**config.mk**
```make
export PLATFORM = sky130hd
export DESIGN_NAME = intc_core
export DESIGN_NICKNAME = d
export VERILOG_FILES = /design/src/rtl/intc_pkg.sv /design/src/rtl/intc_cfg.sv /design/src/rtl/intc_pick.sv /design/src/rtl/intc_nest.sv /design/src/rtl/intc_core.sv
export SDC_FILE = /design/constraint.sdc
export NUM_CORES = 1
export LEC_CHECK = 0
export BUFFER_PORTS_ARGS = -buffer_cell sky130_fd_sc_hd__buf_2
export CORE_AREA = 2 2 111 155
export CTS_CLUSTER_DIAMETER = 200
export CTS_CLUSTER_SIZE = 14
export DETAILED_ROUTE_END_ITERATION = 8
export DIE_AREA = 0 0 113 157
export PLACE_DENSITY = 0.73
export SLEW_MARGIN = 10
export SYNTH_ARGS = -nofsm -noshare
export SYNTH_HDL_FRONTEND = slang
export SYNTH_SLANG_ARGS = --single-unit
```
**constraint.sdc**
```tcl
create_clock -name clk -period 39.7 [get_ports clk]
set_input_delay 5.955 -clock clk [delete_from_list [all_inputs] [get_ports clk]]
set_output_delay 5.955 -clock clk [all_outputs]
set_load 0.02 [all_outputs]
```
**src/rtl/intc_pkg.sv**
```systemverilog
package intc_pkg;
  localparam int unsigned RUN_W      = 3;
  localparam int unsigned SW_W       = 2;
  localparam int unsigned FIXED_VECS = 2;
  localparam int unsigned RST_VEC    = 0;
  localparam int unsigned TRAP_VEC   = 1;

  typedef logic [RUN_W-1:0] run_lvl_t;
  typedef logic [SW_W-1:0]  sw_lvl_t;

  localparam run_lvl_t LVL_IDLE  = 3'd0;
  localparam run_lvl_t LVL_TRAP  = 3'd4;
  localparam run_lvl_t LVL_RESET = 3'd5;
endpackage

```
**src/rtl/intc_cfg.sv**
```systemverilog
module intc_cfg
  import intc_pkg::*;
#(
  parameter int unsigned NUM_VEC = 26,
  parameter int unsigned IDX_W   = 5
) (
  input  logic                          clk,
  input  logic                          rst_n,
  input  logic                          we_i,
  input  logic [IDX_W-1:0]              addr_i,
  input  sw_lvl_t                       wdata_i,
  output sw_lvl_t                       rdata_o,
  output logic [NUM_VEC-1:0][SW_W-1:0]  sw_lvl_o,
  output logic                          gmask_o
);
  localparam logic [IDX_W-1:0] MASK_ADDR = '1;

  // Per-vector level registers; fixed entries carry no storage
  for (genvar i = 0; i < NUM_VEC; i++) begin : g_lvl
    if (i < FIXED_VECS) begin : g_fixed
      assign sw_lvl_o[i] = '0;
    end else begin : g_reg
      sw_lvl_t lvl_d, lvl_q;
      always_comb begin
        lvl_d = lvl_q;
        if (we_i && (addr_i == IDX_W'(i))) lvl_d = wdata_i;
      end
      always_ff @(posedge clk or negedge rst_n) begin
        if (!rst_n) lvl_q <= '0;
        else        lvl_q <= lvl_d;
      end
      assign sw_lvl_o[i] = lvl_q;
    end
  end

  logic mask_d, mask_q;
  always_comb begin
    mask_d = mask_q;
    if (we_i && (addr_i == MASK_ADDR)) mask_d = wdata_i[0];
  end
  always_ff @(posedge clk or negedge rst_n) begin
    if (!rst_n) mask_q <= 1'b0;
    else        mask_q <= mask_d;
  end
  assign gmask_o = mask_q;

  always_comb begin
    rdata_o = '0;
    if (addr_i == MASK_ADDR)                rdata_o = {1'b0, mask_q};
    else if (32'(addr_i) < NUM_VEC)         rdata_o = sw_lvl_o[addr_i];
  end
endmodule

```
**src/rtl/intc_pick.sv**
```systemverilog
module intc_pick
  import intc_pkg::*;
#(
  parameter int unsigned NUM_VEC = 26,
  parameter int unsigned IDX_W   = 5
) (
  input  logic [NUM_VEC-1:0]            pend_i,
  input  logic [NUM_VEC-1:0][SW_W-1:0]  sw_lvl_i,
  input  logic                          gmask_i,
  output logic                          win_vld_o,
  output logic [IDX_W-1:0]              win_idx_o,
  output run_lvl_t                      win_lvl_o
);
  run_lvl_t             eff [NUM_VEC];
  logic [NUM_VEC-1:0]   elig;

  for (genvar i = 0; i < NUM_VEC; i++) begin : g_eff
    if (i == RST_VEC) begin : g_rst
      assign eff[i]  = LVL_RESET;
      assign elig[i] = pend_i[i];
    end else if (i == TRAP_VEC) begin : g_trap
      assign eff[i]  = LVL_TRAP;
      assign elig[i] = pend_i[i];
    end else begin : g_mask
      assign eff[i]  = {1'b0, sw_lvl_i[i]};
      assign elig[i] = pend_i[i] && (sw_lvl_i[i] != '0) && !gmask_i;
    end
  end

  // Scan from the top index down so equal levels settle on the lowest index
  always_comb begin
    win_lvl_o = LVL_IDLE;
    win_idx_o = '0;
    for (int i = NUM_VEC - 1; i >= 0; i--) begin
      if (elig[i] && (eff[i] >= win_lvl_o)) begin
        win_lvl_o = eff[i];
        win_idx_o = IDX_W'(i);
      end
    end
    win_vld_o = (win_lvl_o != LVL_IDLE);
  end
endmodule

```
**src/rtl/intc_nest.sv**
```systemverilog
module intc_nest
  import intc_pkg::*;
#(
  parameter int unsigned DEPTH = 4
) (
  input  logic     clk,
  input  logic     rst_n,
  input  logic     take_i,
  input  logic     take_rst_i,
  input  run_lvl_t take_lvl_i,
  input  logic     ret_i,
  output run_lvl_t cur_lvl_o
);
  localparam int unsigned SP_W = $clog2(DEPTH + 1);

  run_lvl_t          stk_d [DEPTH];
  run_lvl_t          stk_q [DEPTH];
  logic [SP_W-1:0]   sp_d, sp_q;
  run_lvl_t          cur_d, cur_q;
  run_lvl_t          top;

  always_comb begin
    top = LVL_IDLE;
    for (int i = 0; i < DEPTH; i++)
      if (sp_q == SP_W'(i + 1)) top = stk_q[i];
  end

  always_comb begin
    cur_d = cur_q;
    sp_d  = sp_q;
    for (int i = 0; i < DEPTH; i++) stk_d[i] = stk_q[i];
    if (take_i && take_rst_i) begin
      cur_d = LVL_IDLE;
      sp_d  = '0;
    end else if (take_i) begin
      for (int i = 0; i < DEPTH; i++)
        if (sp_q == SP_W'(i)) stk_d[i] = cur_q;
      sp_d  = sp_q + 1'b1;
      cur_d = take_lvl_i;
    end else if (ret_i && (sp_q != '0)) begin
      cur_d = top;
      sp_d  = sp_q - 1'b1;
    end
  end

  always_ff @(posedge clk or negedge rst_n) begin
    if (!rst_n) begin
      cur_q <= LVL_IDLE;
      sp_q  <= '0;
      for (int i = 0; i < DEPTH; i++) stk_q[i] <= LVL_IDLE;
    end else begin
      cur_q <= cur_d;
      sp_q  <= sp_d;
      for (int i = 0; i < DEPTH; i++) stk_q[i] <= stk_d[i];
    end
  end

  assign cur_lvl_o = cur_q;


  no_overflow_chk: assert property (@(posedge clk) disable iff (!rst_n)
    (take_i && !take_rst_i) |-> (32'(sp_q) < DEPTH));


  preempt_up_chk: assert property (@(posedge clk) disable iff (!rst_n)
    (take_i && !take_rst_i) |=> (cur_q > $past(cur_q)));


  ret_lower_chk: assert property (@(posedge clk) disable iff (!rst_n)
    (ret_i && !take_i && (sp_q != '0)) |=> (cur_q < $past(cur_q)));
endmodule

```
**src/rtl/intc_core.sv**
```systemverilog
module intc_core
  import intc_pkg::*;
#(
  parameter int unsigned NUM_VEC  = 26,
  parameter int unsigned DEPTH    = 4,
  parameter int unsigned EXT_BASE = 2,
  parameter int unsigned NUM_EXT  = 6,
  parameter int unsigned IDX_W    = $clog2(NUM_VEC + 1)
) (
  input  logic                clk,
  input  logic                rst_n,
  input  logic [NUM_VEC-1:0]  req_i,
  input  logic                cfg_we_i,
  input  logic [IDX_W-1:0]    cfg_addr_i,
  input  logic [1:0]          cfg_wdata_i,
  output logic [1:0]          cfg_rdata_o,
  output logic                irq_o,
  output logic [IDX_W-1:0]    vec_o,
  input  logic                ack_i,
  input  logic                ret_i,
  output logic [2:0]          cur_lvl_o,
  input  logic                halt_i,
  output logic                wake_o
);
  localparam logic [NUM_VEC-1:0] PEND_RST = NUM_VEC'(1) << RST_VEC;

  logic [NUM_VEC-1:0][SW_W-1:0] sw_lvl;
  logic                         gmask;
  logic [NUM_VEC-1:0]           pend_d, pend_q;
  logic [NUM_VEC-1:0]           clr_vec;
  logic                         win_vld;
  logic [IDX_W-1:0]             win_idx;
  run_lvl_t                     win_lvl;
  run_lvl_t                     cur_lvl;
  logic                         take;

  intc_cfg #(.NUM_VEC(NUM_VEC), .IDX_W(IDX_W)) u_cfg (
    .clk      (clk),
    .rst_n    (rst_n),
    .we_i     (cfg_we_i),
    .addr_i   (cfg_addr_i),
    .wdata_i  (cfg_wdata_i),
    .rdata_o  (cfg_rdata_o),
    .sw_lvl_o (sw_lvl),
    .gmask_o  (gmask)
  );

  intc_pick #(.NUM_VEC(NUM_VEC), .IDX_W(IDX_W)) u_pick (
    .pend_i    (pend_q),
    .sw_lvl_i  (sw_lvl),
    .gmask_i   (gmask),
    .win_vld_o (win_vld),
    .win_idx_o (win_idx),
    .win_lvl_o (win_lvl)
  );

  assign irq_o = win_vld && (win_lvl > cur_lvl);
  assign vec_o = win_idx;
  assign take  = ack_i && irq_o;

  intc_nest #(.DEPTH(DEPTH)) u_nest (
    .clk        (clk),
    .rst_n      (rst_n),
    .take_i     (take),
    .take_rst_i (win_idx == IDX_W'(RST_VEC)),
    .take_lvl_i (win_lvl),
    .ret_i      (ret_i),
    .cur_lvl_o  (cur_lvl)
  );
  assign cur_lvl_o = cur_lvl;

  // Pending flags: acceptance clears, a fresh request in the same cycle wins
  for (genvar i = 0; i < NUM_VEC; i++) begin : g_clr
    assign clr_vec[i] = take && (win_idx == IDX_W'(i));
  end

  always_comb pend_d = (pend_q & ~clr_vec) | req_i;

  always_ff @(posedge clk or negedge rst_n) begin
    if (!rst_n) pend_q <= PEND_RST;
    else        pend_q <= pend_d;
  end

  // Wake path is purely combinational: no clock runs during halt
  logic [NUM_EXT-1:0] ext_hit;
  for (genvar e = 0; e < NUM_EXT; e++) begin : g_ext
    assign ext_hit[e] = req_i[EXT_BASE+e] && (sw_lvl[EXT_BASE+e] != '0);
  end
  assign wake_o = halt_i && (|ext_hit);


  pend_clear_chk: assert property (@(posedge clk) disable iff (!rst_n)
    (take && !req_i[vec_o]) |=> !pend_q[$past(vec_o)]);


  mask_block_chk: assert property (@(posedge clk) disable iff (!rst_n)
    (gmask && irq_o) |-> (32'(vec_o) < FIXED_VECS));


  reset_entry_chk: assert property (@(posedge clk) disable iff (!rst_n)
    (take && (vec_o == IDX_W'(RST_VEC))) |=> (cur_lvl == LVL_IDLE));


  idle_ack_chk: assert property (@(posedge clk) disable iff (!rst_n)
    (ack_i && !irq_o && !ret_i) |=> $stable(cur_lvl));
endmodule

```
== Word-level counts from Yosys, hierarchy flattened ==
Index checks and enable logic that the tools add are counted.

* Flip-flop bits (word level): 93
* Latch bits: 0
* RAM bits: 0
* Memory bits (read-only): 0
* Bits of input ports: 39
* Logic and storage cells: 357
* Memories: 0

* Add/sub/neg operators: 2
* $mul: 0
* Div/mod/pow operators: 0
* $lt $le $gt $ge: 29
* Eq/ne operators: 54
* Shifts and indexed selects: 0
* Mux-type cells: 66
* Bitwise gates (word level): 4
* Reductions and logical operators: 170

{| class="wikitable"
|+ Operators by type and width
! kind !! count
|-
| $logic_and 1x1->1 || 135
|-
| $mux 5 || 26
|-
| $eq 5x5->1 const B || 21
|-
| $eq 5x4->1 const B || 16
|-
| $mux 2 || 27
|-
| $reduce_bool 2->1 || 24
|-
| $ge 2x2->1 || 23
|-
| $eq 5x3->1 const B || 8
|-
| $mux 3 || 12
|-
| $and 26x26->26 || 1
|-
| $not 26->26 || 1
|-
| $or 26x26->26 || 1
|-
| $eq 5x2->1 const B || 4
|-
| $reduce_and 3->1 || 4
|-
| $bmux 2 s5 || 1
|-
| $reduce_bool 3->1 || 3
|-
| $eq 3x2->1 const B || 2
|-
| $lt 5x6->1 const B || 1
|-
| $reduce_or 6->1 || 1
|-
| $eq 5x1->1 const B || 1
|-
| $logic_not 5->1 || 1
|-
| $lt 5x5->1 const B || 1
|-
| $add 3x1->3 const B || 1
|-
| $eq 3x1->1 const B || 1
|-
| 9 further kinds || 9
|}

== Longest topological paths before layout ==
* Depth in word-level cells: 87
* Gate-level depth with buffers: 173
* Mapped depth without buffers: 171

== Modules after synthesis ==
From an unflattened synthesis, not the netlist that was laid out.

* Cell total of the unflattened synthesis: 838
* Area, all modules: 7536.0 µm²

{| class="wikitable"
|+ By module, submodules not included
! module !! instances !! cells an instance !! area each (µm²) !! sequential area each (µm²)
|-
| intc_pick || 1 || 397 || 2628.8 || 0.0
|-
| intc_cfg || 1 || 208 || 2607.5 || 1226.2
|-
| intc_core || 1 || 151 || 1358.8 || 651.9
|-
| intc_nest || 1 || 82 || 940.9 || 450.4
|}

== Worst setup path after synthesis ==
No wires, ideal clock.

* Path type: register to output
* From: register u_cfg.mask_q (netlist: u_cfg.gmask_o)
* To: output port irq_o
* Arrival: 27.221 ns
* Data required time: 33.745 ns
* Slack: 6.524 ns
* Cell stages (with the launch flop): 164
* Path through: dfrtp_1 > buf_2 > nor2b_1 > and2_1 > ha_1 > nor3b_2 > nor3_1 > a32oi_1 > inv_1 > ha_1 > nand2b_1 > nand4_1 > a2111oi_0 > a21oi_1 > ha_1 > nand2b_1 > a21oi_1 > nor2_1 > [128 not listed] > nand2b_1 > a21oi_1 > nor4b_1 > inv_1 > a21o_1 > ha_1 > nand2b_1 > a21oi_1 > nor2_1 > or2_2 > nor2_1 > a221oi_1 > ha_1 > inv_1 > a21o_1 > a21oi_1 > a31oi_1 > o21a_1

* Cells in the longest elaborated chain, start to end: 81

{| class="wikitable"
|+ RTL lines
! element !! RTL line !! text
|-
| from (decl) || intc_cfg.sv:36 || <nowiki>logic mask_d, mask_q;</nowiki>
|-
| from (signal assigned) || intc_cfg.sv:43 || <nowiki>else mask_q <= mask_d;</nowiki>
|-
| $logic_not 1->1 * || intc_pick.sv:26 || <nowiki>assign elig[i] = pend_i[i] && (sw_lvl_i[i] != '0) && !gmask_i;</nowiki>
|-
| $logic_and 1x1->1 || intc_pick.sv:26 ||
|-
| $logic_and 1x1->1 || intc_pick.sv:35 || <nowiki>if (elig[i] && (eff[i] >= win_lvl_o)) begin</nowiki>
|-
| $mux 2 || intc_pick.sv:35 ||
|-
| $ge 2x2->1 || intc_pick.sv:35 ||
|-
| $logic_and 1x1->1 || intc_pick.sv:35 ||
|-
| $mux 2 || intc_pick.sv:35 ||
|-
| $ge 2x2->1 || intc_pick.sv:35 ||
|-
| [65 not listed] || -- ||
|-
| $ge 3x2->1 || intc_pick.sv:35 ||
|-
| $logic_and 1x1->1 || intc_pick.sv:35 ||
|-
| $mux 3 * || intc_pick.sv:35 ||
|-
| $ge 3x3->1 || intc_pick.sv:35 ||
|-
| $logic_and 1x1->1 || intc_pick.sv:35 ||
|-
| $mux 3 * || intc_pick.sv:35 ||
|-
| $gt 3x3->1 / $reduce_bool 3->1 (equally long branches) || intc_core.sv:57, intc_pick.sv:40 ||
|-
| $logic_and 1x1->1 * || intc_core.sv:57 || <nowiki>assign irq_o = win_vld && (win_lvl > cur_lvl);</nowiki>
|-
| to (decl) || intc_core.sv:17 || <nowiki>output logic irq_o,</nowiki>
|}

Every way passes the cells marked *; elsewhere a longest branch is shown, timed or not.

== Worst setup path in the final report ==
Ends and elaborated chain as after synthesis.

==> impl_summary.md <==
Status
The flow ran to the end, but the final reports show violations. The checks that failed: DRC.

Finish
The number of inserted diodes is 0. The fraction of final layout cells with drive strength greater than 1 is 0.178. The finished layout holds approximately 1.0k standard cells, fillers aside. The synthesis-to-layout area growth is 10.4%. The total number of nets in the final design is around 920.

The filler cells instantiated in the layout total between 1.5k and 2k. The finished cells cover roughly 8000 um^2.

Clock network
The H-tree generated during clock tree synthesis spans 3 levels. Counting along the longest clock path gives a buffer depth of 2. The total CTS buffers is 9. Buffers added to address setup during post-CTS repair amount to 0. Hold repair after CTS inserted 0 buffers. Counting every sink on the clock net gives 93. Clock-pin slew was measured on the worst setup and hold paths at 0.07 ns. The TritonCTS clock tree is built. The root buffer cell is clkbuf_16. The clock reaches the later pin of the worst-skew pair after between 0.3 and 0.4 ns.

Floorplan
The die covers approximately 18,000 um^2. The I/O pin total is 51. From left edge to right edge, the die measures between 100 and 150 um. The floorplan step set the die height to 157 um. The placement row count is 55. The effective utilization at floorplan is 0.445. The placeable core area is between 15,000 and 20,000 um^2.

Timing
The minimum clock period is approximately 37 ns. The final critical-path share of the clock period is 0.933. Headroom to the max-slew limit came out at 0.375.

Setup repair after global routing left no endpoint under its margin. Adding up every negative setup slack in the final design gives 0 ns. The transition time at the pin with the least slew margin is 0.930 ns. Setup violations remaining at the end of the flow were counted as 0. The hold violation count in the final report came to 0. The number of slew-limit violations in the final report is 0. The setup clock skew after layout is between 0.01 and 0.015 ns. Derived from the worst setup path, the maximum achievable clock frequency is between 0.02 and 0.03 GHz.

Logic synthesis
By area the synthesized netlist is led by dfrtp_1, mux2_2, ha_1, nand2_1, a21o_1. The most used flip-flop cell after synthesis is dfrtp_1. For this run, the register share of the synthesized area comes to 0.322. The Yosys step of the flow raised 0 warnings.

By instance count, the leading cell after synthesis is dfrtp_1. The count of flip-flops with a built-in enable after synthesis is 0. Counting instances in the post-synthesis netlist gives the leading cell types as dfrtp_1, nand2_1, nor2_1, inv_1, mux2_2. Averaged over all synthesized cells, the footprint is 9.03 um^2. The share of async-settable or async-resettable flops after synthesis is 1.00. The number of nets handed over by synthesis was ~870. Of the post-synthesis cell area, the dominant cell type holds 0.319.

After technology mapping, the gate count stands at 800. The cell taking the most area after synthesis is dfrtp_1. The count of unique library cells instantiated by Yosys is 86. Synthesis inferred 93 register bits.

The area of the mapped netlist is approximately 7200 um^2.

Global routing
Entering global routing, the biggest net connects 52 pins. The initial antenna violation count came to 0. For this run the aggregate overflow at the end of global routing stands at 0. The wire length of the first global-routing pass is between 30,000 and 40,000 um. The total track usage is 0.241.

The number of global-route vias before repair is 6,523.

Critical path
The required time reported for the critical path endpoint is 33.74 ns. The largest stage delay on the critical path is roughly 0.65 ns. Among the stages of the critical path, the cell type that occurs most often is ha_1.

The endpoint identified for the worst register-to-register timing path is pend_q[24]. Data on the critical path arrives at its endpoint at roughly 31 ns. STA classifies the critical path endpoint as an output port. The slowest library cell on the worst path is or4b_1. The startpoint identified for the worst register-to-register timing path is u_cfg.gmask_o.

The worst setup slack for register-to-register paths is between 7 and 8 ns. The path depth of the worst reg2reg path is between 150 and 200. The nature of the critical path startpoint is a flip-flop. The worst setup path is of the reg -> out kind.

The maximum net fanout on the critical path is 34.

Detailed routing
The count of antenna-violating nets left after detailed routing is 0. After detailed routing, the number of remaining DRC violations is 3. The routed length per placed instance is about 20 um. The final wirelength is 21,100 um. The via count of the routed design is ~6.5k. In this run, the number of DRC markers left after iteration 0 of detailed routing was around 450. The detailed-route vias per instance is 6.25.

The pre-antenna-repair detailed-routing pass consisted of 8 iterations.

Worst hold path
The start point of the worst hold path is pend_q[4]. The number of cells on the worst hold path is 1. The end of the worst hold path is pend_q[4]. The path class of the tightest hold or removal check is reg -> reg.

Pwr
The static leakage is between 3 and 4 nW. The total power is 514 uW. Across the VDD grid, the largest voltage drop is approximately 0.024 mV. In this run the power density over the cells is about 65 nW/um^2.

Placement
Including well taps, the total number of placed cells is 1,029. The count of buffers from port buffering is 50. The area after detailed placement is around 7700 um^2. The detailed placement HPWL is around 16,000 um. The routability congestion estimate is between 0.9 and 1.

Flow run
The tool flagged a number of max-cap violations equal to 0.
## report_power, final
group	switching (mW)	total, mW	internal (mW)
Combinational	0.168	0.288	0.120
Sequential	0.0263	0.139	0.112
Clock	0.0386	0.0876	0.0490
Total	0.233	0.514	0.282
## per-stage QoR
step	util	setup slack (ns)	hold slack, ns
6_report	0.491	2.67	0.488
5_1_grt	0.491	0.00177	0.502
4_1_cts	0.489	2.19	0.488
3_5_place_dp	0.471	2.66	0.468
3_3_place_gp	0.471	3.18	0.453
2_1_floorplan	-	6.52	0.441
## metal layers
metal	vias up	global-route usage	wire length [um]
met2	222	0.455	11100
met3	84	0.0273	916
li1	3058	-	-
met5	-	0	0
met4	0	0.156	1480
met1	3163	0.250	7520
## cells by family after synthesis
family / after synthesis / synth area share
flops: 93 / 0.322
compound gates: 225 / 0.222
mux: 71 / 0.125
simple gates: 305 / 0.230
fa+ha+maj: 37 / 0.0634
xor+xnor: 1 / 0.00121
buf+inv: 68 / 0.0367
## placed cells by master (no fill, tap or decap), types with 11 or more instances in the layout
master / count
nor3_1: 16
ha_1: 35
and2_1: 11
o21a_1: 12
nor2b_1: 27
nand2b_1: 35
a22oi_1: 11
a21oi_1: 37
o21ai_0: 37
buf_2: 49
inv_1: 44
mux2_1: 12
nand2_1: 73
a21o_1: 31
nand4_1: 13
nor2_1: 52
mux2_2: 41
nand3_1: 30
dfrtp_1: 92
## flip-flops by register name, summed over array words and instances (netlist names)
signal,count
u_nest.sp_q,3
pend_q,26
u_cfg.g_lvl.g_reg.lvl_q,48
u_nest.stk_q,12
u_cfg.gmask_o,1
u_nest.cur_lvl_o,3
## critical path: cells and delay by family (launching register included)
family	cells	cell delay (ns)
flops	1	0.33
fa+ha+maj	25	6.78
mux	3	0.93
simple gates	66	10.40
buf+inv	9	1.19
compound gates	63	11.01
## layout make-up
class / count / area [um^2] / area share
multi-input combinational: 639 / 4660 / 0.585
tap: 199 / 249 / 0.0312
inverter: 45 / 169 / 0.0212
sequential: 93 / 2330 / 0.292
timing repair buffer: 53 / 275 / 0.0345
clock inverter: 5 / 58.8 / 0.00737
clock buffer: 11 / 233 / 0.0292
## timing repair
item	in CTS	in global routing
setup endpoints to repair	0	6
endpoints found under the hold margin	0	0
gates resized for setup	0	7
## worst max path at each step
stage                        startpoint  endpoint  slack, ns  depth (start not counted)
after floorplan           u_cfg.gmask_o     irq_o       6.52                        163
after global placement    u_cfg.gmask_o     irq_o       3.18                        164
after detailed placement  u_cfg.gmask_o     irq_o       2.66                        165
after CTS                 u_cfg.gmask_o     irq_o       2.19                        165
after global routing      u_cfg.gmask_o     irq_o      0.002                        165
final                     u_cfg.gmask_o     irq_o       2.67                        166
Power figures use the tool's default switching activity.
